--- src/rtl/scr_pkg.sv ---
package scr_pkg;

    // Register addresses; the address decode depends on these values.
    localparam logic [7:0] ADR_SID  = 8'h01;
    localparam logic [7:0] ADR_CFG  = 8'h02;
    localparam logic [7:0] ADR_PM   = 8'h03;
    localparam logic [7:0] ADR_LOAD = 8'h04;

    // Field positions inside the byte-wide registers
    localparam int unsigned CFG_WIDTH_LSB = 1;
    localparam int unsigned CFG_LOAD_BIT  = 5;
    localparam logic [2:0]  WIDTH_X16     = 3'b010;
    localparam logic [7:0]  CFG_RESET     = 8'h04;

    typedef enum logic [2:0] {
        REG_NONE,
        REG_SID,
        REG_CFG,
        REG_PM,
        REG_LOAD
    } reg_sel_t;

    typedef enum logic {
        XS_IDLE,
        XS_RESP
    } xact_state_t;

    typedef enum logic [1:0] {
        BS_EMPTY,
        BS_PART,
        BS_FULL
    } buf_state_t;

endpackage

--- src/rtl/scr_xact_fsm.sv ---
module scr_xact_fsm
    import scr_pkg::*;
#(
    parameter int unsigned ID_W   = 6,
    parameter int unsigned ADDR_W = 8
) (
    input  logic              clk,
    input  logic              rst_n,
    input  logic              req_valid,
    input  logic              req_write,
    input  logic [ID_W-1:0]   req_id,
    input  logic [ADDR_W-1:0] req_addr,
    input  logic [ID_W-1:0]   sid,
    input  logic [7:0]        sid_rd,
    input  logic [7:0]        cfg_rd,
    input  logic [7:0]        pm_rd,
    input  logic [7:0]        load_rd,
    output logic              acc_wr,
    output reg_sel_t          sel,
    output logic              rd_valid,
    output logic [7:0]        rd_data
);

    xact_state_t state_q, state_d;
    logic        id_hit;
    logic        acc_rd;
    logic [7:0]  rd_mux;
    logic [7:0]  rd_data_q;

    assign id_hit = (req_id == sid);
    assign acc_wr = req_valid && req_write && id_hit;
    assign acc_rd = req_valid && !req_write && id_hit;

    // Address decode
    always_comb begin
        if (req_addr == ADDR_W'(ADR_SID))       sel = REG_SID;
        else if (req_addr == ADDR_W'(ADR_CFG))  sel = REG_CFG;
        else if (req_addr == ADDR_W'(ADR_PM))   sel = REG_PM;
        else if (req_addr == ADDR_W'(ADR_LOAD)) sel = REG_LOAD;
        else                                    sel = REG_NONE;
    end

    // Read selection; unmapped addresses read zero
    always_comb begin
        unique case (sel)
            REG_SID:  rd_mux = sid_rd;
            REG_CFG:  rd_mux = cfg_rd;
            REG_PM:   rd_mux = pm_rd;
            REG_LOAD: rd_mux = load_rd;
            default:  rd_mux = 8'h00;
        endcase
    end

    // Next state
    always_comb begin
        state_d = state_q;
        unique case (state_q)
            XS_IDLE: if (acc_rd) state_d = XS_RESP;
            XS_RESP: if (!acc_rd) state_d = XS_IDLE;
            default: state_d = XS_IDLE;
        endcase
    end

    // State register
    always_ff @(posedge clk) begin
        if (!rst_n) state_q <= XS_IDLE;
        else        state_q <= state_d;
    end

    // Output register
    always_ff @(posedge clk) begin
        if (!rst_n)      rd_data_q <= 8'h00;
        else if (acc_rd) rd_data_q <= rd_mux;
    end

    assign rd_valid = (state_q == XS_RESP);
    assign rd_data  = rd_data_q;

    AST_RD_NEXT_CYCLE: assert property (@(posedge clk) disable iff (!rst_n)
        acc_rd |=> rd_valid);
    AST_WR_NO_RESP: assert property (@(posedge clk) disable iff (!rst_n)
        (req_valid && req_write) |=> !rd_valid);
    AST_FOREIGN_QUIET: assert property (@(posedge clk) disable iff (!rst_n)
        (req_valid && (req_id != sid)) |=> !rd_valid);

endmodule

--- src/rtl/scr_ctrl_regs.sv ---
module scr_ctrl_regs
    import scr_pkg::*;
#(
    parameter int unsigned ID_W = 6
) (
    input  logic            clk,
    input  logic            rst_n,
    input  logic            acc_wr,
    input  reg_sel_t        sel,
    input  logic [7:0]      wdata,
    input  logic [1:0]      pwr_state,
    output logic [ID_W-1:0] sid,
    output logic [2:0]      cfg_width,
    output logic            cfg_load_en,
    output logic            pdx_pulse,
    output logic [7:0]      sid_rd,
    output logic [7:0]      cfg_rd,
    output logic [7:0]      pm_rd
);

    logic [ID_W-1:0] sid_q;
    logic [2:0]      width_q;
    logic            load_en_q;
    logic            pdx_q;
    logic [2:0]      width_in;
    logic            width_legal;

    assign width_in    = wdata[CFG_WIDTH_LSB +: 3];
    assign width_legal = (width_in <= WIDTH_X16);

    // Serial ID register
    always_ff @(posedge clk) begin
        if (!rst_n)                          sid_q <= '0;
        else if (acc_wr && sel == REG_SID)   sid_q <= wdata[ID_W-1:0];
    end

    // Configuration register; reserved width codes are dropped
    always_ff @(posedge clk) begin
        if (!rst_n) begin
            width_q   <= CFG_RESET[CFG_WIDTH_LSB +: 3];
            load_en_q <= CFG_RESET[CFG_LOAD_BIT];
        end else if (acc_wr && sel == REG_CFG) begin
            if (width_legal) width_q <= width_in;
            load_en_q <= wdata[CFG_LOAD_BIT];
        end
    end

    // Power-down exit: write-one, single-cycle pulse
    always_ff @(posedge clk) begin
        if (!rst_n) pdx_q <= 1'b0;
        else        pdx_q <= acc_wr && (sel == REG_PM) && wdata[0];
    end

    assign sid         = sid_q;
    assign cfg_width   = width_q;
    assign cfg_load_en = load_en_q;
    assign pdx_pulse   = pdx_q;

    always_comb begin
        sid_rd = 8'h00;
        sid_rd[ID_W-1:0] = sid_q;
        cfg_rd = 8'h00;
        cfg_rd[CFG_WIDTH_LSB +: 3] = width_q;
        cfg_rd[CFG_LOAD_BIT] = load_en_q;
        pm_rd = {pwr_state, 6'b000000};
    end

    AST_WIDTH_LEGAL: assert property (@(posedge clk) disable iff (!rst_n)
        width_q <= WIDTH_X16);
    AST_SID_HOLD: assert property (@(posedge clk) disable iff (!rst_n)
        !(acc_wr && sel == REG_SID) |=> $stable(sid_q));
    AST_PDX_SOURCE: assert property (@(posedge clk) disable iff (!rst_n)
        pdx_q |-> $past(acc_wr && sel == REG_PM));

endmodule

--- src/rtl/scr_load_buf.sv ---
module scr_load_buf
    import scr_pkg::*;
#(
    parameter int unsigned BURST_BYTES = 32
) (
    input  logic                     clk,
    input  logic                     rst_n,
    input  logic                     byte_we,
    input  logic [7:0]               wdata,
    input  logic                     load_en,
    input  logic [8*BURST_BYTES-1:0] pin_data,
    output logic [8*BURST_BYTES-1:0] load_buf,
    output logic [8*BURST_BYTES-1:0] mem_wdata,
    output logic [7:0]               last_byte
);

    localparam int unsigned BUF_W = 8 * BURST_BYTES;
    localparam int unsigned CNT_W = (BURST_BYTES > 1) ? $clog2(BURST_BYTES) : 1;
    localparam logic [CNT_W-1:0] LAST_SLOT = CNT_W'(BURST_BYTES - 1);

    logic [CNT_W-1:0] cnt_q;
    logic [7:0]       last_q;
    logic [BUF_W-1:0] buf_q;
    buf_state_t       bstate_q, bstate_d;

    // Slot counter, wraps after the last slot
    always_ff @(posedge clk) begin
        if (!rst_n)       cnt_q <= '0;
        else if (byte_we) cnt_q <= (cnt_q == LAST_SLOT) ? '0 : cnt_q + 1'b1;
    end

    // One byte lane per slot
    for (genvar g = 0; g < BURST_BYTES; g++) begin : g_slot
        always_ff @(posedge clk) begin
            if (!rst_n)
                buf_q[8*g +: 8] <= 8'h00;
            else if (byte_we && cnt_q == CNT_W'(g))
                buf_q[8*g +: 8] <= wdata;
        end
    end

    always_ff @(posedge clk) begin
        if (!rst_n)       last_q <= 8'h00;
        else if (byte_we) last_q <= wdata;
    end

    // Fill-level machine
    always_comb begin
        bstate_d = bstate_q;
        unique case (bstate_q)
            BS_EMPTY: if (byte_we) bstate_d = (cnt_q == LAST_SLOT) ? BS_FULL : BS_PART;
            BS_PART:  if (byte_we && cnt_q == LAST_SLOT) bstate_d = BS_FULL;
            BS_FULL:  if (byte_we) bstate_d = (cnt_q == LAST_SLOT) ? BS_FULL : BS_PART;
            default:  bstate_d = BS_EMPTY;
        endcase
    end

    always_ff @(posedge clk) begin
        if (!rst_n) bstate_q <= BS_EMPTY;
        else        bstate_q <= bstate_d;
    end

    assign load_buf  = buf_q;
    assign last_byte = last_q;
    assign mem_wdata = load_en ? buf_q : pin_data;

    AST_CNT_WRAP: assert property (@(posedge clk) disable iff (!rst_n)
        (byte_we && cnt_q == LAST_SLOT) |=> (cnt_q == '0));
    AST_BUF_HOLD: assert property (@(posedge clk) disable iff (!rst_n)
        !byte_we |=> $stable(buf_q));
    AST_FULL_AT_WRAP: assert property (@(posedge clk) disable iff (!rst_n)
        (byte_we && cnt_q == LAST_SLOT) |=> (bstate_q == BS_FULL));

endmodule

--- src/rtl/scr_regfile.sv ---
module scr_regfile
    import scr_pkg::*;
#(
    parameter int unsigned ID_W        = 6,
    parameter int unsigned ADDR_W      = 8,
    parameter int unsigned BURST_BYTES = 32
) (
    input  logic                     clk,
    input  logic                     rst_n,
    input  logic                     req_valid,
    input  logic                     req_write,
    input  logic [ID_W-1:0]          req_id,
    input  logic [ADDR_W-1:0]        req_addr,
    input  logic [7:0]               req_wdata,
    output logic                     rd_valid,
    output logic [7:0]               rd_data,
    input  logic [1:0]               pwr_state,
    output logic                     pdx_pulse,
    output logic [2:0]               cfg_width,
    output logic                     cfg_load_en,
    input  logic [8*BURST_BYTES-1:0] pin_data,
    output logic [8*BURST_BYTES-1:0] load_buf,
    output logic [8*BURST_BYTES-1:0] mem_wdata
);

    logic [ID_W-1:0] sid;
    logic            acc_wr;
    reg_sel_t        sel;
    logic [7:0]      sid_rd, cfg_rd, pm_rd, load_rd;

    scr_xact_fsm #(.ID_W(ID_W), .ADDR_W(ADDR_W)) u_xact (
        .clk(clk), .rst_n(rst_n),
        .req_valid(req_valid), .req_write(req_write),
        .req_id(req_id), .req_addr(req_addr), .sid(sid),
        .sid_rd(sid_rd), .cfg_rd(cfg_rd), .pm_rd(pm_rd), .load_rd(load_rd),
        .acc_wr(acc_wr), .sel(sel),
        .rd_valid(rd_valid), .rd_data(rd_data)
    );

    scr_ctrl_regs #(.ID_W(ID_W)) u_regs (
        .clk(clk), .rst_n(rst_n),
        .acc_wr(acc_wr), .sel(sel), .wdata(req_wdata),
        .pwr_state(pwr_state),
        .sid(sid), .cfg_width(cfg_width), .cfg_load_en(cfg_load_en),
        .pdx_pulse(pdx_pulse),
        .sid_rd(sid_rd), .cfg_rd(cfg_rd), .pm_rd(pm_rd)
    );

    scr_load_buf #(.BURST_BYTES(BURST_BYTES)) u_buf (
        .clk(clk), .rst_n(rst_n),
        .byte_we(acc_wr && sel == REG_LOAD), .wdata(req_wdata),
        .load_en(cfg_load_en), .pin_data(pin_data),
        .load_buf(load_buf), .mem_wdata(mem_wdata), .last_byte(load_rd)
    );

endmodule

--- config.mk ---
export PLATFORM = sky130hd
export DESIGN_NAME = scr_regfile
export DESIGN_NICKNAME = d
export VERILOG_FILES = /design/src/rtl/scr_pkg.sv /design/src/rtl/scr_xact_fsm.sv /design/src/rtl/scr_ctrl_regs.sv /design/src/rtl/scr_load_buf.sv /design/src/rtl/scr_regfile.sv
export SDC_FILE = /design/constraint.sdc
export NUM_CORES = 1
export LEC_CHECK = 0
export BUFFER_PORTS_ARGS = -buffer_cell sky130_fd_sc_hd__buf_2
export CAP_MARGIN = 20
export CORE_AREA = 2 2 315 317
export DETAILED_ROUTE_END_ITERATION = 16
export DIE_AREA = 0 0 317 319
export HOLD_SLACK_MARGIN = 0.15
export PLACE_DENSITY_LB_ADDON = 0.12
export SYNTH_ARGS = -nofsm -noshare
export SYNTH_HDL_FRONTEND = slang
export SYNTH_SLANG_ARGS = --single-unit
export TNS_END_PERCENT = 50
--- constraint.sdc ---
create_clock -name clk -period 4.1 [get_ports clk]
set_input_delay 0.205 -clock clk [delete_from_list [all_inputs] [get_ports clk]]
set_output_delay 0.205 -clock clk [all_outputs]
set_load 0.01 [all_outputs]
==> results of run 1 <==
timing repair:
action / 4_1_cts / 5_1_grt
gates resized for setup: 0 / 0
hold endpoints to repair: 6 / 0
hold buffers: 9 / 0
setup buffers: 0 / 0
worst max-delay path: stages (launching register included):
cell and delay, ps:
dfxtp_1 320, xor2_1 170, nor3_2 400, and2_4 560, buf_12 330, nand4_1 130, o311a_1 340, dlygate4sd3_1 550
path summary, 6_finish.rpt:
| check | startpoint | slack (ps) | endpoint |
|---|---|---|---|
| worst min register to register | u_buf.last_byte[7] | 470 | u_buf.last_byte[7] |
| worst min-delay path | req_addr[2] | 200 | u_regs.cfg_width[1] |
| worst max register to register | u_regs.sid[3] | 1120 | u_regs.cfg_width[2] |
| worst max-delay path | u_regs.sid[3] | 1120 | u_regs.cfg_width[2] |
stage by stage:
stage	setup WS (ps)	hold slack, ps	total power, W
floorplan	2240	323	0.00318
global placement	1460	457	0.00356
detailed placement	1500	450	0.00356
CTS	1080	152	0.00708
global route	934	194	0.00722
finish	1120	199	0.00691
flip-flops by register name, indices dropped and copies added (netlist names):
signal / cells
u_buf.load_buf: 256
u_xact.rd_valid: 1
u_regs.cfg_load_en: 1
u_regs.sid: 6
u_xact.rd_data: 8
u_buf.cnt_q: 5
u_regs.cfg_width: 3
u_regs.pdx_pulse: 1
u_buf.last_byte: 8
final cells by class:
class	instances	area, µm²
timing repair buffer	849	4440
inverter	5	18.8
sequential	289	5790
multi-input combinational	982	8260
clock buffer	57	1170
tap	1287	1610
antenna	1	2.50
clock inverter	9	101
fill	10700	76300
per-layer routing:
layer,vias to the layer above,share of wire
met5,-,0.00048
met3,65,0.044
met1,6554,0.42
met4,4,0.017
li1,6434,-
met2,423,0.51
kinds of logic after synthesis:
group                    Yosys count
flip-flops                       289
multiplexers                     513
adder cells (fa/ha/maj)            6
buffers and inverters            116
AND/OR/NAND/NOR                  410
AO/OA/AOI/OAI                     46
XOR/XNOR                           7
cell usage in the layout (no fill, tap or decap), drive strengths merged, types with 9 or more instances in the layout:
| cell | n |
|---|---|
| nor2 | 10 |
| buf | 840 |
| dfxtp | 289 |
| dlygate4sd3 | 9 |
| nand2 | 281 |
| mux2 | 256 |
| clkbuf | 57 |
| nor4 | 30 |
| mux2i | 257 |
| nand3 | 50 |
| o21ai | 26 |
power by group:
part	leakage (nW)	internal (W)	switching (W)	total, W
logic	7.72	0.000303	0.000378	0.000681
clock network	0.624	0.00209	0.00133	0.00342
registers	2.33	0.00281	0.0000000112	0.00281
==> metrics.txt, run 1 <==
# TYPE chip_impl_metric gauge
chip_impl_metric{name="critPathMaxFanout",unit=""} 24
chip_impl_metric{name="critPathArrivalTime",unit="ps"} 3400
chip_impl_metric{name="fin_cells",unit=""} 3479
chip_impl_metric{name="largest_net_degree_at_the_start_of_global_routing",unit=""} 159
chip_impl_info{name="status",value="finished clean"} 1
chip_impl_metric{name="maxSlewHeadroom",unit=""} 0.302
chip_impl_metric{name="port-buffer-count",unit=""} 809
chip_impl_info{name="worstSetupStartpointType",value="flip-flop"} 1
chip_impl_metric{name="worstMarginPinSlew",unit="ps"} 1050
chip_impl_metric{name="final_net_count",unit=""} 2456
chip_impl_metric{name="cap_violations",unit=""} 0
chip_impl_metric{name="cp_data_required_time",unit="ps"} 4520
chip_impl_metric{name="drt-total-wl",unit="µm"} 71100
chip_impl_metric{name="synth.lib_cells_used.distinct",unit=""} 48
chip_impl_metric{name="final_core_util",unit=""} 0.219
chip_impl_metric{name="track_usage",unit=""} 0.133
chip_impl_metric{name="die-height",unit="µm"} 319
chip_impl_metric{name="ant_nets",unit=""} 0
chip_impl_metric{name="finClkSkew",unit="ps"} 25.5
chip_impl_metric{name="hold_path_depth",unit=""} 4
chip_impl_info{name="synthMostInstantiatedCell",value="dfxtp_1"} 1
chip_impl_metric{name="finalCriticalPeriod",unit="ps"} 2980
chip_impl_metric{name="portion_of_netlist_area_occupied_by_mux_cells",unit=""} 0.375
chip_impl_metric{name="initial_core_util",unit=""} 0.149
chip_impl_metric{name="timing.final.crit_share",unit=""} 0.726
chip_impl_metric{name="synthesis.nets",unit=""} 1677
chip_impl_metric{name="timing.final.setup_violations",unit=""} 0
chip_impl_metric{name="clkLatencyLatePin",unit="ps"} 550
chip_impl_metric{name="total_cts_buffers",unit=""} 39
chip_impl_info{name="hold_path_class",value="primary input to flip-flop"} 1
chip_impl_metric{name="drive_above_1_share",unit=""} 0.560
chip_impl_metric{name="finalInstanceArea",unit="mm²"} 0.0214
chip_impl_metric{name="area_delta_synth_final",unit="%"} 46.9
chip_impl_metric{name="placed_cell_area",unit="mm²"} 0.0200
chip_impl_metric{name="max-clock-path-buffers",unit=""} 3
chip_impl_metric{name="leakagePower",unit="nW"} 10.7
chip_impl_info{name="synth_ff_type",value="dfxtp_1"} 1
chip_impl_metric{name="pin_count",unit=""} 810
chip_impl_metric{name="synth_simple_gate_area_frac",unit=""} 0.163
chip_impl_metric{name="global_route.usage.met2",unit=""} 0.244
chip_impl_info{name="globalRoute.busiestLayer",value="met2"} 1
chip_impl_metric{name="synth.yosys.seq_area_share",unit=""} 0.397
chip_impl_metric{name="vias",unit=""} 13500
chip_impl_metric{name="grt.met1_usage",unit=""} 0.164
chip_impl_info{name="synth_top_cell_by_area",value="dfxtp_1"} 1
chip_impl_metric{name="dpl.hpwl",unit="µm"} 53700
chip_impl_metric{name="clock_sinks",unit=""} 289
chip_impl_metric{name="synth-adder-area-share",unit=""} 0.00516
chip_impl_metric{name="power_density",unit="mW/mm²"} 323
chip_impl_metric{name="reg2reg_depth",unit=""} 7
chip_impl_metric{name="placementRows",unit=""} 115
chip_impl_metric{name="final_max_slew_viol_count",unit=""} 0
chip_impl_metric{name="first_global_vias",unit=""} 13700
chip_impl_info{name="commonest_cells_in_the_synthesized_netlist",value="dfxtp_1 (289), nand2_1 (281), mux2i_1 (257)"} 1
chip_impl_metric{name="die_area",unit="mm²"} 0.101
chip_impl_metric{name="number_of_flops_mapped_to_enable_cells_by_yosys",unit=""} 0
chip_impl_metric{name="h-tree-depth",unit=""} 2
chip_impl_metric{name="via_per_inst",unit=""} 3.87
chip_impl_info{name="cts_tree",value="built"} 1
chip_impl_info{name="grt_setup_unrepaired",value="false"} 1
chip_impl_metric{name="timing.fmax",unit="MHz"} 336
chip_impl_metric{name="synth.yosys.warnings",unit=""} 0
chip_impl_info{name="cts_root_buffer",value="clkbuf_16"} 1
chip_impl_info{name="synth_top_cells_by_area",value="dfxtp_1 (40%), mux2_2 (20%), mux2i_1 (18%)"} 1
chip_impl_metric{name="globalRoute.totalOverflow",unit=""} 0
chip_impl_info{name="criticalPathCategory",value="flip-flop to flip-flop"} 1
chip_impl_metric{name="setup_tns",unit="ps"} 0
chip_impl_metric{name="die_x",unit="µm"} 317
chip_impl_metric{name="detail_route.wl_per_cell",unit="µm"} 20.4
chip_impl_metric{name="synth-xor-area-share",unit=""} 0.00421
chip_impl_metric{name="dp_cells",unit=""} 3403
chip_impl_metric{name="count_of_routing_violations_after_the_opening_detailed_route_iteration",unit=""} 455
chip_impl_metric{name="initial_antenna_violation_count",unit=""} 4
chip_impl_info{name="worstSetupEndpointType",value="flip-flop"} 1
chip_impl_metric{name="vdd_drop_max",unit="mV"} 0.225
chip_impl_metric{name="async_flop_share",unit=""} 0
chip_impl_metric{name="hold_violations",unit=""} 0
chip_impl_metric{name="met3_usage",unit=""} 0.0199
chip_impl_metric{name="synthesis.instances",unit=""} 1387
chip_impl_metric{name="synth-compound-area-share",unit=""} 0.0183
chip_impl_metric{name="total_core_area",unit="mm²"} 0.0977
chip_impl_metric{name="postSynthAreaPerCell",unit="µm²"} 10.5
chip_impl_metric{name="mappedNetlistArea",unit="mm²"} 0.0146
chip_impl_metric{name="synth.ff_latch_count",unit=""} 289
chip_impl_metric{name="wire_length_of_the_first_global_routing_pass",unit="µm"} 98000
chip_impl_metric{name="drc",unit=""} 0
chip_impl_metric{name="post-synth-top-area-fraction",unit=""} 0.397
chip_impl_info{name="synth_top_family_by_area",value="multiplexers"} 1
chip_impl_metric{name="gp_congestion",unit=""} 0.844
chip_impl_metric{name="clock_pin_slew_reported_for_the_worst_setup_and_hold_paths_after_clock_tree_synthesis",unit="ps"} 60
chip_impl_metric{name="detailed_routing_iteration_count_for_the_pre_antenna_repair_pass",unit=""} 4
(Power assumes the default switching activity.)
==> run 2, diff against run 1 <==
--- a/config.mk
+++ b/config.mk
@@ -7,9 +7,9 @@
 export LEC_CHECK = 0
 export BUFFER_PORTS_ARGS = -buffer_cell sky130_fd_sc_hd__buf_2
 export CAP_MARGIN = 20
-export CORE_AREA = 2 2 315 317
+export CORE_AREA = 2 2 319 321
 export DETAILED_ROUTE_END_ITERATION = 16
-export DIE_AREA = 0 0 317 319
+export DIE_AREA = 0 0 321 323
 export HOLD_SLACK_MARGIN = 0.15
 export PLACE_DENSITY_LB_ADDON = 0.12
 export SYNTH_ARGS = -nofsm -noshare
==> constraint.sdc (replaced) <==
create_clock -name clk -period 2.9 [get_ports clk]
set_input_delay 0.145 -clock clk [delete_from_list [all_inputs] [get_ports clk]]
set_output_delay 0.145 -clock clk [all_outputs]
set_load 0.01 [all_outputs]
==> metrics.txt, run 2 (synthesis results as in run 1) <==
# TYPE chip_impl_metric gauge
chip_impl_info{name="status",value="finished clean"} 1
chip_impl_metric{name="port-buffer-count",unit=""} 809
chip_impl_metric{name="post-cts-setup-buffers",unit=""} 0
chip_impl_metric{name="max-clock-path-buffers",unit=""} 3
chip_impl_metric{name="gp_congestion",unit=""} 0.870
chip_impl_metric{name="net_switching_fraction_of_the_power",unit=""} 0.254
chip_impl_metric{name="p_int",unit="W"} 0.00717
chip_impl_metric{name="largest_net_degree_at_the_start_of_global_routing",unit=""} 124
chip_impl_metric{name="combPwrFrac",unit=""} 0.104
chip_impl_metric{name="initial_core_util",unit=""} 0.145
chip_impl_metric{name="total_cts_buffers",unit=""} 38
chip_impl_metric{name="final_max_slew_viol_count",unit=""} 0
chip_impl_metric{name="hold_path_depth",unit=""} 6
chip_impl_info{name="worstSetupStartpointType",value="flip-flop"} 1
chip_impl_metric{name="maxSlewHeadroom",unit=""} 0.410
chip_impl_info{name="cts_root_buffer",value="clkbuf_16"} 1
chip_impl_metric{name="die_area",unit="mm²"} 0.104
chip_impl_metric{name="timing.final.crit_share",unit=""} 0.942
chip_impl_metric{name="timing.fmax",unit="MHz"} 366
chip_impl_metric{name="drive_above_1_share",unit=""} 0.559
chip_impl_metric{name="grt.met1_usage",unit=""} 0.162
chip_impl_metric{name="largest_reg_flops",unit=""} 256
chip_impl_metric{name="finClkSkew",unit="ps"} 19.7
chip_impl_metric{name="clock_sinks",unit=""} 289
chip_impl_metric{name="hold_violations",unit=""} 0
chip_impl_metric{name="die_x",unit="µm"} 321
chip_impl_metric{name="initial_antenna_violation_count",unit=""} 3
chip_impl_info{name="grt_setup_unrepaired",value="false"} 1
chip_impl_metric{name="vias",unit=""} 13600
chip_impl_metric{name="area_delta_synth_final",unit="%"} 48.8
chip_impl_info{name="critPathMostFrequentCell",value="dlygate4sd3_1"} 1
chip_impl_metric{name="total_core_area",unit="mm²"} 0.101
chip_impl_metric{name="h-tree-depth",unit=""} 2
chip_impl_metric{name="met3_usage",unit=""} 0.0212
chip_impl_metric{name="switching_power",unit="W"} 0.00245
chip_impl_metric{name="timing.final.setup_violations",unit=""} 0
chip_impl_metric{name="leakagePower",unit="nW"} 10.8
chip_impl_metric{name="clock_pin_slew_reported_for_the_worst_setup_and_hold_paths_after_clock_tree_synthesis",unit="ps"} 60
chip_impl_metric{name="vdd_drop_max",unit="mV"} 0.360
chip_impl_metric{name="sequential_group_share_of_total_power",unit=""} 0.413
chip_impl_metric{name="finalCriticalPeriod",unit="ps"} 2730
chip_impl_metric{name="worstMarginPinSlew",unit="ps"} 880
chip_impl_info{name="criticalPathCategory",value="flip-flop to flip-flop"} 1
chip_impl_metric{name="first_global_vias",unit=""} 13500
chip_impl_metric{name="dpl.hpwl",unit="µm"} 53800
chip_impl_metric{name="die-height",unit="µm"} 323
chip_impl_metric{name="cpPeakStageDelay",unit="ps"} 600
chip_impl_metric{name="via_per_inst",unit=""} 3.85
chip_impl_metric{name="count_of_routing_violations_after_the_opening_detailed_route_iteration",unit=""} 554
chip_impl_metric{name="critPathMaxFanout",unit=""} 20
chip_impl_metric{name="clkLatencyLatePin",unit="ps"} 550
chip_impl_metric{name="reg2reg_depth",unit=""} 8
chip_impl_info{name="hold_path_class",value="primary input to flip-flop"} 1
chip_impl_metric{name="cap_violations",unit=""} 0
chip_impl_metric{name="globalRoute.totalOverflow",unit=""} 0
chip_impl_info{name="layout_common_cells",value="buf_2 (808), dfxtp_1 (288), nand2_1 (273), mux2i_1 (257), mux2_2 (256)"} 1
chip_impl_metric{name="post-place-ws",unit="ps"} 533
chip_impl_metric{name="placementRows",unit=""} 117
chip_impl_metric{name="power_density",unit="mW/mm²"} 444
chip_impl_info{name="cts_tree",value="built"} 1
chip_impl_metric{name="detail_route.wl_per_cell",unit="µm"} 20.5
chip_impl_info{name="path_cells",value="xor2_1 -> nor3_2 -> and2_4 -> buf_16 -> nand4_1 -> dlygate4sd3_1 -> a32oi_1 -> dlygate4sd3_1"} 1
chip_impl_metric{name="critPathArrivalTime",unit="ps"} 3230
chip_impl_info{name="globalRoute.busiestLayer",value="met2"} 1
chip_impl_metric{name="hold-worst-slack",unit="ps"} 193
chip_impl_metric{name="cp_data_required_time",unit="ps"} 3400
chip_impl_metric{name="global_route.usage.met2",unit=""} 0.231
chip_impl_metric{name="final_net_count",unit=""} 2476
chip_impl_metric{name="setup_tns",unit="ps"} 0
chip_impl_info{name="worstSetupEndpointType",value="flip-flop"} 1
chip_impl_metric{name="timing.final.ws_setup",unit="ps"} 169
chip_impl_metric{name="track_usage",unit=""} 0.130
chip_impl_metric{name="detailed_routing_iteration_count_for_the_pre_antenna_repair_pass",unit=""} 4
chip_impl_info{name="commonest_non_fill_non_tap_cell_in_the_layout",value="buf_2"} 1
chip_impl_metric{name="drt-total-wl",unit="µm"} 72300
chip_impl_metric{name="wire_length_of_the_first_global_routing_pass",unit="µm"} 98200
chip_impl_info{name="crit_slowest_cell",value="dlygate4sd3_1"} 1
chip_impl_metric{name="p_total",unit="W"} 0.00961
chip_impl_metric{name="drc",unit=""} 0
chip_impl_metric{name="p_clk_frac",unit=""} 0.483
chip_impl_metric{name="ant_nets",unit=""} 0
chip_impl_metric{name="pin_count",unit=""} 810
==> run 2: power by group through the flow <==
stage               Clock, W  Combinational (W)  Sequential [W]
finish               0.00464            0.00100         0.00397
global route         0.00502            0.00108         0.00397
CTS                  0.00485            0.00103         0.00397
detailed placement         0            0.00101         0.00406
global placement           0            0.00101         0.00406
floorplan                  0           0.000441         0.00406
==> run 2: layout make-up <==
cell class | count | area (µm²)
multi-input combinational | 982 | 8260
clock buffer | 57 | 1160
timing repair buffer | 870 | 4750
antenna | 2 | 5.00
inverter | 5 | 18.8
sequential | 289 | 5790
fill | 11100 | 79100
tap | 1309 | 1640
clock inverter | 9 | 52.6
==> run 2: critical path: cells and delay by family, from the launching register on <==
family                    cells  cell delay [ps]
buffers and inverters         3             1400
AOI/OAI and AO/OA             1              150
DFF                           1              320
and+or+nand+nor               3              640
xor gates and xnor gates      1              170
==> run 2: path summary, 6_finish.rpt <==
path | slack, ps | endpoint | start
max | 170 | u_regs.cfg_width[1] | u_regs.sid[3]
min | 190 | u_buf.cnt_q[3] | req_addr[4]
max reg2reg | 170 | u_regs.cfg_width[1] | u_regs.sid[3]
min reg2reg | 470 | u_buf.load_buf[133] | u_buf.load_buf[133]
==> run 2: through the flow <==
stage / instances / util / instance area, µm²
after detailed placement: 3432 / 0.201 / 20200
after global placement: 3432 / 0.201 / 20200
final: 3523 / 0.215 / 21700
after global routing: 3522 / 0.215 / 21700
after CTS: 3520 / 0.215 / 21600
after floorplan: 1387 / - / 14600
==> run 2: repair_timing <==
action | in CTS | in global routing
setup endpoints to repair | 0 | 1
hold endpoints to repair | 94 | 0
resized for setup | 0 | 1
hold buffers | 22 | 0
==> run 2: per-layer routing <==
metal	share of wire	wire (µm)
met2	0.51	36900
met5	0.00046	33
met1	0.42	30600
met3	0.044	3180
met4	0.022	1560
